### src/rtl/rxb_pkg.sv
package rxb_pkg;
   localparam int FMT_W = 4;

   // Frame length: start + data (5..8) + optional parity + 1 or 2 stop bits.
   function automatic logic [3:0] frame_bits(input logic [FMT_W-1:0] fmt);
      logic [3:0] n;
      n = 4'd1 + 4'd5 + {2'b00, fmt[1:0]} + {3'b000, fmt[3]};
      n = n + (fmt[2] ? 4'd2 : 4'd1);
      return n;
   endfunction
endpackage

### src/rtl/rxb_store.sv
module rxb_store #(
   parameter int DEPTH = 16,
   parameter int DW    = 8,
   localparam int AW   = (DEPTH > 1) ? $clog2(DEPTH) : 1,
   localparam int CW   = $clog2(DEPTH + 1)
) (
   input  logic          clk,
   input  logic          rst_n,
   input  logic          flush,
   input  logic          push,
   input  logic          pop,
   input  logic [DW-1:0] din,
   output logic [DW-1:0] head,
   output logic [CW-1:0] count
);
   logic [DW-1:0] mem [DEPTH];
   logic [AW-1:0] wptr, rptr, wptr_nx, rptr_nx;

   generate
      if ((DEPTH & (DEPTH - 1)) == 0) begin : g_pow2_wrap
         assign wptr_nx = wptr + 1'b1;
         assign rptr_nx = rptr + 1'b1;
      end else begin : g_cmp_wrap
         assign wptr_nx = (wptr == AW'(DEPTH - 1)) ? '0 : wptr + 1'b1;
         assign rptr_nx = (rptr == AW'(DEPTH - 1)) ? '0 : rptr + 1'b1;
      end
   endgenerate

   always_ff @(posedge clk) begin
      if (push) mem[wptr] <= din;
   end

   always_ff @(posedge clk or negedge rst_n) begin
      if (!rst_n) begin
         wptr  <= '0;
         rptr  <= '0;
         count <= '0;
      end else if (flush) begin
         wptr  <= '0;
         rptr  <= '0;
         count <= '0;
      end else begin
         if (push) wptr <= wptr_nx;
         if (pop)  rptr <= rptr_nx;
         if (push && !pop)      count <= count + 1'b1;
         else if (pop && !push) count <= count - 1'b1;
      end
   end

   assign head = mem[rptr];
endmodule

### src/rtl/rxb_timer.sv
module rxb_timer #(
   parameter int DIV_W   = 16,
   parameter int DEF_DIV = 12,
   localparam int LW     = DIV_W + 6
) (
   input  logic                     clk,
   input  logic                     rst_n,
   input  logic                     ref_tick,
   input  logic [DIV_W-1:0]         divisor,
   input  logic [rxb_pkg::FMT_W-1:0] fmt,
   input  logic                     run,
   input  logic                     restart,
   output logic                     expired
);
   logic [DIV_W-1:0] div_q;
   logic [3:0]       frame_q;
   logic [LW-1:0]    limit, cnt;

   always_ff @(posedge clk or negedge rst_n) begin
      if (!rst_n) begin
         div_q   <= DIV_W'(DEF_DIV);
         frame_q <= 4'd10;
      end else if (divisor != '0) begin
         div_q   <= divisor;
         frame_q <= rxb_pkg::frame_bits(fmt);
      end
   end

   assign limit = (LW'(div_q) * LW'(frame_q)) << 2;

   always_ff @(posedge clk or negedge rst_n) begin
      if (!rst_n) begin
         cnt     <= '0;
         expired <= 1'b0;
      end else if (!run || restart) begin
         cnt     <= '0;
         expired <= 1'b0;
      end else if (!expired && ref_tick) begin
         if (cnt == limit - 1'b1) expired <= 1'b1;
         else                     cnt     <= cnt + 1'b1;
      end
   end
endmodule

### src/rtl/rx_char_buffer.sv
module rx_char_buffer #(
   parameter int DEPTH   = 16,
   parameter int DW      = 8,
   parameter int DIV_W   = 16,
   parameter int DEF_DIV = 12,
   localparam int CW     = $clog2(DEPTH + 1)
) (
   input  logic                      clk,
   input  logic                      rst_n,
   input  logic                      fifo_en,
   input  logic                      fifo_clr,
   input  logic [DIV_W-1:0]          divisor,
   input  logic [rxb_pkg::FMT_W-1:0] line_fmt,
   input  logic                      ref_tick,
   input  logic                      rx_valid,
   input  logic [DW-1:0]             rx_data,
   input  logic                      rx_break,
   input  logic                      rd_pop,
   input  logic                      lsr_rd,
   output logic [DW-1:0]             rd_data,
   output logic                      data_ready,
   output logic                      overrun,
   output logic                      brk_flag,
   output logic                      timeout_irq,
   output logic [CW-1:0]             fill
);
   generate
      if (DEPTH < 2) begin : g_bad_depth
         $error("rx_char_buffer: DEPTH must be at least 2");
      end
      if (DW < 5) begin : g_bad_dw
         $error("rx_char_buffer: DW must hold a 5-bit character");
      end
      if (DIV_W < 1 || DEF_DIV < 1 || DEF_DIV >= (1 << DIV_W)) begin : g_bad_div
         $error("rx_char_buffer: DEF_DIV must be non-zero and fit DIV_W");
      end
   endgenerate

   logic          mode_q, flush;
   logic          full, nonempty;
   logic          f_push, f_pop, f_ovr, h_ovr;
   logic [DW-1:0] head, hold;
   logic          hold_v, ovr_q, brk_q;

   assign flush    = fifo_clr | (fifo_en != mode_q);
   assign full     = (fill == CW'(DEPTH));
   assign nonempty = (fill != '0);
   assign f_pop    = mode_q & ~flush & rd_pop & nonempty;
   assign f_push   = mode_q & ~flush & rx_valid & ~full;
   assign f_ovr    = mode_q & ~flush & rx_valid & full;
   assign h_ovr    = ~mode_q & ~flush & rx_valid & hold_v & ~rd_pop;

   rxb_store #(.DEPTH(DEPTH), .DW(DW)) u_store (
      .clk(clk), .rst_n(rst_n), .flush(flush), .push(f_push), .pop(f_pop),
      .din(rx_data), .head(head), .count(fill)
   );

   rxb_timer #(.DIV_W(DIV_W), .DEF_DIV(DEF_DIV)) u_timer (
      .clk(clk), .rst_n(rst_n), .ref_tick(ref_tick), .divisor(divisor),
      .fmt(line_fmt), .run(mode_q & nonempty & ~flush),
      .restart((mode_q & rx_valid) | f_pop), .expired(timeout_irq)
   );

   always_ff @(posedge clk or negedge rst_n) begin
      if (!rst_n) begin
         mode_q <= 1'b0;
         hold   <= '0;
         hold_v <= 1'b0;
         ovr_q  <= 1'b0;
         brk_q  <= 1'b0;
      end else begin
         mode_q <= fifo_en;
         if (flush) begin
            hold_v <= 1'b0;
         end else if (!mode_q) begin
            if (rx_valid) begin
               hold   <= rx_data;
               hold_v <= 1'b1;
            end else if (rd_pop) begin
               hold_v <= 1'b0;
            end
         end
         ovr_q <= f_ovr | h_ovr | (ovr_q & ~lsr_rd);
         brk_q <= rx_break | (brk_q & ~lsr_rd & ~(f_pop && fill == CW'(1)));
      end
   end

   assign rd_data    = mode_q ? head : hold;
   assign data_ready = mode_q ? nonempty : hold_v;
   assign overrun    = ovr_q;
   assign brk_flag   = brk_q;
endmodule

### config.mk
export PLATFORM = sky130hd
export DESIGN_NAME = rx_char_buffer
export DESIGN_NICKNAME = d
export VERILOG_FILES = /design/src/rtl/rxb_pkg.sv /design/src/rtl/rxb_store.sv /design/src/rtl/rxb_timer.sv /design/src/rtl/rx_char_buffer.sv
export SDC_FILE = /design/constraint.sdc
export NUM_CORES = 1
export LEC_CHECK = 0
export CAP_MARGIN = 15
export CORE_ASPECT_RATIO = 1.1
export CORE_MARGIN = 4
export CORE_UTILIZATION = 35
export DETAILED_ROUTE_END_ITERATION = 8
export DONT_BUFFER_PORTS = 1
export GPL_ROUTABILITY_DRIVEN = 0
export SLEW_MARGIN = 5
export SYNTH_ARGS = -nofsm -noshare
export SYNTH_HDL_FRONTEND = slang
export SYNTH_SLANG_ARGS = --single-unit
### constraint.sdc
create_clock -name clk -period 5.1 [get_ports clk]
set_clock_uncertainty 0.05 [all_clocks]
set_input_delay 0.51 -clock clk [delete_from_list [all_inputs] [get_ports clk]]
set_output_delay 0.51 -clock clk [all_outputs]
set_load 0.1 [all_outputs]
==> impl_metrics.csv, run 1 <==
group,metric,value,unit
status,run_status,"finished, final reports clean",
logic_synthesis,number_of_synthesized_flops_with_an_enable_pin,128,
timing,worstMarginPinSlew,1.18,ns
drt,drtIter0Drc,384,
logic_synthesis,mean_syn_cell_area,12.5,um^2
logic_synthesis,share_of_async_settable_or_async_resettable_flops_after_synthesis,0.347,
finish,layout-area-overhead-vs-synth,21.6,%
floorplanning,die_area,34700,um^2
global_routing,grt.total_usage,0.145,
clock_network,clk_pin_slew,0.08,ns
setup_path,worst_setup_path_startpoint,"u_timer.frame_q[3]",
drt,detail_route.wirelength,24900,um
setup_path,timing.critical_path.from_type,"flip-flop",
setup_path,r2r_start,"u_timer.frame_q[3]",
setup_path,path_class,"reg -> reg",
floorplanning,die_height,195,um
logic_synthesis,synthesis.nets,990,
global_routing,grt_first_pass_wirelength,40200,um
setup_path,worst_setup_ep_type,"flip-flop",
timing,finalSetupViolCount,0,
setup_path,flop2flop_setup_slack,0.00001,ns
power,power.total,5.54,mW
logic_synthesis,netlist.top_cell.by_area,"sky130_fd_sc_hd__edfxtp_1",
timing,post-route-worst-setup-slack,0.0000138,ns
drt,drt_drc_violations_left,0,
place,dp.final_hpwl,17100,um
clock_network,clock-sinks,196,
timing,rsz0062_at_grt,"true",
logic_synthesis,synth_most_common_cell,"sky130_fd_sc_hd__edfxtp_1",
clock_network,clk_latency,0.44,ns
clock_network,ctsHtreeMaxLevel,4,
logic_synthesis,part_of_the_yosys_area_used_for_sequential_elements,0.499,
finish,area_of_the_multi_input_gates,5880,um^2
drt,via_count,7389,
logic_synthesis,syn-cell-area,11100,um^2
power,p_per_area,410,nW/um^2
timing,drv_slew,0,
floorplanning,initial_core_util,0.354,
place,place_ws,-0.222,ns
floorplanning,coreArea,31400,um^2
drt,drt-wirelength-per-cell,17.8,um
logic_synthesis,synth-main-ff-cell,"sky130_fd_sc_hd__edfxtp_1",
finish,final_non_filler_cells,1399,
hold_path,worst_hold_path_type,"in -> reg",
finish,layout-drive-gt1-share,0.300,
setup_path,cp_data_arrival_time,5.38,ns
logic_synthesis,netlist-cell-type-count,75,
clock_network,clk_root_buf,"sky130_fd_sc_hd__clkbuf_16",
logic_synthesis,synthesis.instances,887,
setup_path,required,5.38,ns
logic_synthesis,postSynthRegisterBits,196,
logic_synthesis,netlist_top_cells_count,"sky130_fd_sc_hd__edfxtp_1 (128), sky130_fd_sc_hd__nand2_1 (89), sky130_fd_sc_hd__dfrtp_1 (64)",
finish,num-fill-cells,2849,
global_routing,globalRouteOverflowTotal,0,
place,placed_cells_incl_taps,1346,
setup_path,worst-r2r-cell-count,20,
hold_path,hold_start,"fifo_en",
timing,timing.final.hold_violations,0,
finish,final_nets,1069,
drt,post_drt_via_cell_ratio,5.28,
floorplanning,rows,68,
logic_synthesis,synth_top_area_share,0.346,
timing,maxClockFrequency,196,MHz
setup_path,timing.critical_path.fanout_max,8,
floorplanning,die_width,178,um
logic_synthesis,synthTopCellsByArea,"sky130_fd_sc_hd__edfxtp_1 (35%), sky130_fd_sc_hd__dfrtp_1 (14%), sky130_fd_sc_hd__mux4_2 (8.1%)",
timing,fin_crit,5.10,ns
timing,min_period_over_period,1.00,
global_routing,number_of_antenna_violations_at_the_first_check_in_global_routing,0,
clock_network,clock_path_buffers,2,
drt,antenna_violating_nets_post_route,0,
flow_run,max-cap-violations,0,
global_routing,largest_net_degree_at_the_start_of_global_routing,69,
timing,worst_slew_margin_rel,0.214,
finish,layout.area.seq,5550,um^2
clock_network,total_cts_buffers,17,
drt,drt_first_pass_iters,5,
hold_path,hold_depth,0,
global_routing,grt_pass1_vias,7596,
place,port-buffer-count,0,
floorplanning,boundaryPins,54,
power,irDropWorstVdd,0.000239,V
logic_synthesis,synth_warnings,0,
power,static-leakage-power,5.12,nW
clock_network,tritoncts,"yes",
finish,num_antenna_cells,0,
timing,totalNegativeSetupSlack,0,ns
-- worst max-delay path, stage by stage (launching register included) --
cell and delay (ns):
sky130_fd_sc_hd__dfstp_2 0.58, sky130_fd_sc_hd__buf_12 0.14, sky130_fd_sc_hd__buf_6 0.10, sky130_fd_sc_hd__nand2_4 0.04, sky130_fd_sc_hd__fa_1 0.48, sky130_fd_sc_hd__inv_1 0.05, sky130_fd_sc_hd__fa_1 0.52, sky130_fd_sc_hd__ha_4 0.23
sky130_fd_sc_hd__and4_4 0.19, sky130_fd_sc_hd__and3_4 0.15, sky130_fd_sc_hd__o21a_4 0.12, sky130_fd_sc_hd__or4_4 0.44, sky130_fd_sc_hd__a2111oi_4 0.44, sky130_fd_sc_hd__buf_4 0.20, sky130_fd_sc_hd__nand3_4 0.06, sky130_fd_sc_hd__nor4_4 0.26
sky130_fd_sc_hd__a32o_2 0.34, sky130_fd_sc_hd__buf_6 0.16, sky130_fd_sc_hd__o211a_4 0.20, sky130_fd_sc_hd__nor4_1 0.06, sky130_fd_sc_hd__o21a_1 0.18
-- per-layer routing --
layer	global-route usage	wire length [um]
met5	0	0
met4	0.0358	252
met3	0.0284	1060
met2	0.257	13200
met1	0.182	10400
-- what timing repair did --
item	in CTS	in global routing
hold endpoints to repair	68	0
pin swaps	42	36
setup endpoints to repair	23	23
resized for setup	46	62
setup buffers	7	8
cloned	4	3
hold buffers	2	0
-- state kept, by name, summed over array words and instances (netlist names) --
| register | cells |
|---|---|
| hold | 8 |
| u_timer.div_q | 16 |
| u_store.rptr | 4 |
| overrun | 1 |
| u_store.count | 5 |
| u_store.mem | 128 |
| hold_v | 1 |
| u_timer.cnt | 22 |
| mode_q | 1 |
| brk_flag | 1 |
| u_store.wptr | 4 |
| u_timer.expired | 1 |
| u_timer.frame_q | 4 |
-- through the flow --
stage               hold slack [ns]  area [um^2]   util
CTS                          0.0191        13200  0.419
finish                       0.0444        13500  0.430
global route                 0.0210        13500  0.430
floorplan                     0.164        11200      -
detailed placement            0.167        12100  0.386
global placement              0.166        12100  0.386
-- power by group --
group | internal, mW | total (mW) | switching (mW)
logic | 1.11 | 2.39 | 1.27
registers | 1.73 | 1.77 | 0.0458
clock network | 0.710 | 1.38 | 0.670
total | 3.55 | 5.54 | 1.99
-- final timing paths --
kind	endpoint
max	u_timer.cnt[14]
min	mode_q
max reg2reg	u_timer.cnt[14]
min reg2reg	hold[6]
max in group asynchronous	u_store.rptr[0]
min in group asynchronous	u_timer.div_q[15]
-- cells in the final DEF (no fill, tap or decap), types with 9 or more instances in the layout --
| master | instances |
|---|---|
| sky130_fd_sc_hd__o21ai_0 | 10 |
| sky130_fd_sc_hd__o211ai_1 | 12 |
| sky130_fd_sc_hd__and2_1 | 30 |
| sky130_fd_sc_hd__a21oi_2 | 10 |
| sky130_fd_sc_hd__mux2i_1 | 9 |
| sky130_fd_sc_hd__clkbuf_16 | 17 |
| sky130_fd_sc_hd__ha_4 | 9 |
| sky130_fd_sc_hd__or4_1 | 11 |
| sky130_fd_sc_hd__edfxtp_1 | 128 |
| sky130_fd_sc_hd__nand3_1 | 13 |
| sky130_fd_sc_hd__a21oi_1 | 19 |
| sky130_fd_sc_hd__fa_1 | 27 |
| sky130_fd_sc_hd__ha_1 | 28 |
| sky130_fd_sc_hd__nor3_1 | 9 |
| sky130_fd_sc_hd__nor2_1 | 44 |
| sky130_fd_sc_hd__nand2_2 | 10 |
| sky130_fd_sc_hd__mux2_2 | 20 |
| sky130_fd_sc_hd__dfrtp_1 | 62 |
| sky130_fd_sc_hd__nand2_1 | 78 |
| sky130_fd_sc_hd__inv_1 | 41 |
| sky130_fd_sc_hd__a21o_1 | 21 |
| sky130_fd_sc_hd__mux4_2 | 40 |
| sky130_fd_sc_hd__nand4_1 | 15 |
| sky130_fd_sc_hd__xor2_1 | 15 |
| sky130_fd_sc_hd__buf_4 | 83 |
| sky130_fd_sc_hd__nand2b_1 | 10 |
| sky130_fd_sc_hd__xnor2_1 | 19 |
-- final cells by class --
| type | count | share of cell area |
|---|---|---|
| Multi-Input combinational cell | 615 | 0.435 |
| Sequential cell | 196 | 0.411 |
| Timing Repair Buffer | 93 | 0.0584 |
| Tap cell | 420 | 0.0389 |
| Clock buffer | 18 | 0.0318 |
| Clock inverter | 14 | 0.0133 |
| Inverter | 43 | 0.0119 |
-- cell families after synthesis --
logic type,synth area share
compound gates,0.0877
flops,0.499
fa+ha+maj,0.0939
buf+inv,0.0313
xor+xnor,0.0398
simple gates,0.138
mux,0.110
No activity file was read; power rests on OpenSTA's default activity.
==> inputs of run 2 (changes only) <==
--- a/config.mk
+++ b/config.mk
@@ -8,10 +8,11 @@
 export CAP_MARGIN = 15
 export CORE_ASPECT_RATIO = 1.1
 export CORE_MARGIN = 4
-export CORE_UTILIZATION = 35
+export CORE_UTILIZATION = 55
 export DETAILED_ROUTE_END_ITERATION = 8
 export DONT_BUFFER_PORTS = 1
 export GPL_ROUTABILITY_DRIVEN = 0
+export PLACE_DENSITY = 0.73
 export SLEW_MARGIN = 5
 export SYNTH_ARGS = -nofsm -noshare
 export SYNTH_HDL_FRONTEND = slang
==> impl_metrics.csv, run 2 (synthesized netlist as in run 1, its figures left out) <==
group,metric,value,unit
drt,detail_route.wirelength,24200,um
power,power.total,5.41,mW
setup_path,critPathSlowestCell,"sky130_fd_sc_hd__dfstp_2",
timing,worst_slew_margin_rel,0.210,
clock_network,clk_root_buf,"sky130_fd_sc_hd__clkbuf_16",
finish,commonest_cells_after_routing_fill_and_taps_aside,"sky130_fd_sc_hd__edfxtp_1 (128), sky130_fd_sc_hd__buf_4 (88), sky130_fd_sc_hd__nand2_1 (83)",
floorplanning,rows,54,
setup_path,r2r_start,"u_timer.frame_q[3]",
clock_network,total_cts_buffers,17,
finish,layout.cells.most_common,"sky130_fd_sc_hd__edfxtp_1",
setup_path,worst-path-buf-inv,5,
hold_path,hold_depth,0,
finish,reg.largest.list,"u_store.mem x128, u_timer.cnt x22, u_timer.div_q x16",
clock_network,tritoncts,"yes",
setup_path,worst_setup_ep_type,"flip-flop",
setup_path,timing.critical_path.max_delay_family,"simple AND/OR/NAND/NOR gates",
power,p_per_area,409,nW/um^2
flow_run,max-cap-violations,0,
finish,num-fill-cells,1403,
finish,layout.area.seq,5550,um^2
global_routing,globalRouteOverflowTotal,0,
clock_network,clock_path_buffers,2,
timing,drv_slew,0,
global_routing,grt_pass1_vias,7632,
setup_path,path_class,"reg -> reg",
power,combinationalPowerShare,0.431,
finish,layout-area-overhead-vs-synth,19.0,%
finish,largest_reg_by_ff_count,"u_store.mem",
power,power.share.sequential,0.328,
clock_network,ctsHtreeMaxLevel,4,
timing,worstMarginPinSlew,1.19,ns
setup_path,timing.critical_path.fanout_max,8,
timing,timing.final.hold_violations,0,
clock_network,clk_latency,0.43,ns
floorplanning,coreArea,19900,um^2
timing,rsz0062_at_grt,"true",
clock_network,clk_pin_slew,0.07,ns
drt,drtIter0Drc,587,
setup_path,worst-r2r-cell-count,20,
drt,antenna_violating_nets_post_route,0,
setup_path,required,5.40,ns
status,run_status,"finished, violations left",
timing,totalNegativeSetupSlack,-2.83,ns
finish,final_non_filler_cells,1237,
floorplanning,die_area,22600,um^2
hold_path,worst_hold_path_type,"in -> reg",
timing,finalSetupViolCount,23,
drt,via_count,7515,
floorplanning,die_width,144,um
power,irDropWorstVdd,0.000338,V
finish,layout_utilization,0.666,
drt,drt_first_pass_iters,5,
place,dp.final_hpwl,15800,um
hold_path,timing.hold.worst_endpoint,"mode_q",
floorplanning,die_height,157,um
floorplanning,initial_core_util,0.560,
power,power.share.switching,0.354,
global_routing,number_of_antenna_violations_at_the_first_check_in_global_routing,0,
clock_network,clock-sinks,196,
global_routing,grt_first_pass_wirelength,39300,um
setup_path,cp_data_arrival_time,5.64,ns
finish,num_antenna_cells,0,
global_routing,largest_net_degree_at_the_start_of_global_routing,69,
timing,post-route-worst-setup-slack,-0.234,ns
timing,maxClockFrequency,187,MHz
hold_path,hold_start,"fifo_en",
power,static-leakage-power,5.13,nW
floorplanning,boundaryPins,54,
timing,fin_worst_hold_slack,0.0595,ns
setup_path,end_of_the_worst_register_to_register_path,"u_timer.cnt[9]",
place,placed_cells_incl_taps,1166,
timing,fin_crit,5.33,ns
power,power.switching,1.92,mW
finish,layout-drive-gt1-share,0.286,
setup_path,cpPeakStageDelay,0.59,ns
drt,post_drt_via_cell_ratio,6.08,
finish,largest_register_ffs,128,
setup_path,flop2flop_setup_slack,-0.23,ns
status,violations,"setup timing",
drt,drt-wirelength-per-cell,19.6,um
finish,final_nets,1075,
setup_path,cp_cell_sequence,"buf_6, nand2_4, fa_1, inv_1, fa_1, ha_4, nor2_4, a211oi_4, buf_4, o21a_4, or4_4, a2111oi_4, buf_4, and4_4, o21a_1, a2111oi_4, buf_6, o211a_4, or4_4, a21oi_2",
global_routing,grt.total_usage,0.222,
place,port-buffer-count,0,
power,internal-power,3.49,mW
drt,drt_drc_violations_left,0,
finish,area_of_the_multi_input_gates,5810,um^2
power,power_frac_clock,0.241,
setup_path,timing.critical_path.from_type,"flip-flop",
timing,min_period_over_period,1.05,
==> run 2: worst max path at each step <==
| stage | depth (start not counted) | end | slack, ns | from |
|---|---|---|---|---|
| after CTS | 17 | u_timer.cnt[7] | -0.04 | u_timer.frame_q[3] |
| after global routing | 20 | u_timer.cnt[9] | -0.41 | u_timer.frame_q[3] |
| after detailed placement | 15 | u_timer.cnt[9] | -0.31 | u_timer.frame_q[3] |
| final | 20 | u_timer.cnt[9] | -0.23 | u_timer.frame_q[3] |
| after global placement | 15 | u_timer.cnt[9] | -0.21 | u_timer.frame_q[3] |
| after floorplan | 19 | u_timer.cnt[7] | 0.004 | u_timer.frame_q[3] |
==> run 2: power by group through the flow <==
stage,sequential [mW],clock [mW],combinational [mW]
floorplan,1.79,0,1.32
detailed placement,1.81,0,1.86
global route,1.78,1.41,2.55
global placement,1.81,0,1.84
finish,1.77,1.31,2.33
CTS,1.77,1.33,2.15
==> run 2: layout make-up <==
class | instances | area share
clock buffers | 20 | 0.0354
clock inverters | 12 | 0.00842
inverters | 43 | 0.0122
multi-input cells | 615 | 0.439
flip-flops and latches | 196 | 0.420
well taps | 252 | 0.0238
repair buffers | 99 | 0.0613
==> run 2: per-layer routing <==
layer | track usage | vias to the layer above | wire length [um]
met2 | 0.403 | 199 | 13300
met5 | 0 | - | 0
met1 | 0.270 | 3783 | 9530
li1 | - | 3497 | -
met4 | 0.0587 | 0 | 427
met3 | 0.0456 | 36 | 1010
==> run 2: through the flow <==
stage / setup WS [ns] / cell area, um^2
after global placement: -0.210 / 11800
after floorplan: 0.00436 / 11200
after global routing: -0.405 / 13200
final: -0.234 / 13200
after CTS: -0.0417 / 12800
after detailed placement: -0.312 / 11800
==> run 2: what timing repair did <==
item                       in CTS  in global routing
resized for setup              46                 49
setup buffers                  17                 12
pin swaps                      41                 49
setup endpoints to repair      23                 23
hold buffers                    2                  0
gates cloned                    4                  3
hold endpoints to repair       68                  0
==> inputs of run 3 (changes only) <==
--- a/config.mk
+++ b/config.mk
@@ -6,13 +6,16 @@
 export NUM_CORES = 1
 export LEC_CHECK = 0
 export CAP_MARGIN = 15
+export CELL_PAD_IN_SITES_DETAIL_PLACEMENT = 1
+export CELL_PAD_IN_SITES_GLOBAL_PLACEMENT = 1
 export CORE_ASPECT_RATIO = 1.1
 export CORE_MARGIN = 4
-export CORE_UTILIZATION = 55
+export CORE_UTILIZATION = 48
+export CTS_CLUSTER_DIAMETER = 30
 export DETAILED_ROUTE_END_ITERATION = 8
 export DONT_BUFFER_PORTS = 1
 export GPL_ROUTABILITY_DRIVEN = 0
-export PLACE_DENSITY = 0.73
+export PLACE_DENSITY_LB_ADDON = 0.1
 export SLEW_MARGIN = 5
 export SYNTH_ARGS = -nofsm -noshare
 export SYNTH_HDL_FRONTEND = slang
==> impl_metrics.csv, run 3 (synthesized netlist as in run 1, its figures left out) <==
group,metric,value,unit
place,port-buffer-count,0,
drt,via_count,7681,
timing,timing.final.hold_violations,0,
setup_path,end_of_the_worst_register_to_register_path,"u_timer.cnt[9]",
timing,totalNegativeSetupSlack,-2.92,ns
setup_path,worst-r2r-cell-count,16,
drt,antenna_violating_nets_post_route,0,
setup_path,timing.critical_path.from_type,"flip-flop",
clock_network,clock_path_buffers,2,
finish,largest_reg_by_ff_count,"u_store.mem",
setup_path,r2r_start,"u_timer.frame_q[3]",
floorplanning,coreArea,22900,um^2
setup_path,cp_data_arrival_time,5.60,ns
setup_path,path_class,"reg -> reg",
floorplanning,die_width,153,um
drt,drt-wirelength-per-cell,22.9,um
timing,fin_crit,5.29,ns
flow_run,max-cap-violations,0,
finish,reg.largest.list,"u_store.mem x128, u_timer.cnt x22, u_timer.div_q x16",
drt,drt_drc_violations_left,0,
hold_path,worst_hold_path_type,"in -> reg",
power,p_per_area,436,nW/um^2
finish,layout-drive-gt1-share,0.327,
floorplanning,rows,58,
finish,commonest_cells_after_routing_fill_and_taps_aside,"sky130_fd_sc_hd__edfxtp_1 (128), sky130_fd_sc_hd__buf_4 (93), sky130_fd_sc_hd__nand2_1 (78)",
global_routing,number_of_antenna_violations_at_the_first_check_in_global_routing,0,
status,violations,"setup timing",
global_routing,globalRouteOverflowTotal,0,
drt,drt_first_pass_iters,4,
finish,num-fill-cells,2237,
global_routing,largest_net_degree_at_the_start_of_global_routing,69,
drt,drtIter0Drc,324,
drt,post_drt_via_cell_ratio,5.96,
power,static-leakage-power,5.17,nW
setup_path,worst_setup_ep_type,"flip-flop",
setup_path,cpPeakStageDelay,0.61,ns
floorplanning,boundaryPins,54,
place,place_ws,-0.370,ns
setup_path,worst_setup_path_startpoint,"u_timer.frame_q[3]",
finish,layout.cells.most_common,"sky130_fd_sc_hd__edfxtp_1",
floorplanning,die_area,25700,um^2
drt,detail_route.wirelength,29500,um
timing,post-route-worst-setup-slack,-0.191,ns
finish,final_non_filler_cells,1289,
timing,worstMarginPinSlew,1.19,ns
finish,final_nets,1079,
global_routing,grt_pass1_vias,8516,
timing,rsz0062_at_grt,"true",
hold_path,hold_depth,0,
setup_path,flop2flop_setup_slack,-0.19,ns
status,run_status,"finished, violations left",
timing,maxClockFrequency,189,MHz
clock_network,clock-sinks,196,
timing,finalSetupViolCount,23,
timing,drv_slew,0,
place,dp.final_hpwl,19300,um
setup_path,cp_cell_sequence,"buf_6, nand2_2, fa_1, inv_2, fa_2, ha_4, a21o_1, o21a_4, or4_4, a2111oi_4, nand4_2, xor2_1, a32o_2, o211a_4, or4_4, a21oi_2",
finish,num_antenna_cells,0,
finish,layout-area-overhead-vs-synth,21.9,%
global_routing,grt.total_usage,0.226,
setup_path,critPathSlowestCell,"sky130_fd_sc_hd__dfstp_2",
finish,layout_utilization,0.593,
floorplanning,initial_core_util,0.486,
clock_network,ctsHtreeMaxLevel,4,
power,irDropWorstVdd,0.000247,V
clock_network,clk_latency,0.44,ns
finish,largest_register_ffs,128,
floorplanning,die_height,168,um
timing,min_period_over_period,1.04,
clock_network,tritoncts,"yes",
setup_path,timing.critical_path.fanout_max,6,
clock_network,clk_root_buf,"sky130_fd_sc_hd__clkbuf_16",
setup_path,critical-path-top-cell-by-count,"sky130_fd_sc_hd__or4_4",
clock_network,clk_pin_slew,0.09,ns
timing,worst_slew_margin_rel,0.207,
global_routing,grt_first_pass_wirelength,46100,um
setup_path,required,5.41,ns
clock_network,total_cts_buffers,17,
setup_path,critPathCapture,"u_timer.cnt[9]",
place,placed_cells_incl_taps,1217,
[run 3: worst min-delay path by stage]
stage	from	end	slack, ns
3_5_place_dp	rst_n	u_timer.div_q[15]	0.17
2_1_floorplan	rst_n	brk_flag	0.16
5_1_grt	fifo_en	mode_q	0.008
6_report	fifo_en	mode_q	0.03
3_3_place_gp	rst_n	u_timer.div_q[15]	0.17
4_1_cts	fifo_en	mode_q	0.009
[run 3: cell type report]
| type | count | area (um^2) | area share |
|---|---|---|---|
| clock inverter | 15 | 236 | 0.0175 |
| inverter | 43 | 161 | 0.0119 |
| sequential | 196 | 5550 | 0.410 |
| tap | 300 | 375 | 0.0277 |
| multi-input combinational | 614 | 5960 | 0.440 |
| timing repair buffer | 104 | 837 | 0.0618 |
| clock buffer | 17 | 425 | 0.0314 |
[run 3: stage by stage]
step / instance area, um^2 / hold WS [ns] / power [mW]
after floorplan: 11200 / 0.164 / 3.12
after global placement: 11900 / 0.167 / 3.65
after detailed placement: 11900 / 0.166 / 3.72
after CTS: 13100 / 0.00889 / 5.54
after global routing: 13500 / 0.00787 / 6.22
final: 13500 / 0.0335 / 5.91
[run 3: critical path, delay by kind of cell (launching register included)]
family                     cells  cell delay, ns
DFF                            1            0.61
xor gates and xnor gates       1            0.19
and+or+nand+nor                4            1.18
AOI/OAI and AO/OA              6            1.62
adders and majority gates      3            1.36
buffers and inverters          2            0.20
[run 3: layer usage]
metal  up-vias  GRT usage  wire, um
li1       3501          -         -
met2       112      0.434     16900
met4         0     0.0670       627
met5         -          0         0
met1      4023      0.258     11300
met3        45     0.0352       725
[run 3: where the power goes]
| group | leakage (nW) | total, mW | switching, mW | internal [mW] |
|---|---|---|---|---|
| Combinational | 2.82 | 2.65 | 1.44 | 1.21 |
| Sequential | 2.03 | 1.78 | 0.0531 | 1.73 |
| Clock | 0.321 | 1.48 | 0.774 | 0.708 |
[run 3: repair_timing]
item | in CTS | in global routing
hold buffers | 2 | 0
hold endpoints to repair | 68 | 0
gates resized for setup | 62 | 75
buffers inserted | 18 | 14
pin swaps | 26 | 47
gates cloned | 6 | 0
endpoints found under the setup margin | 23 | 23
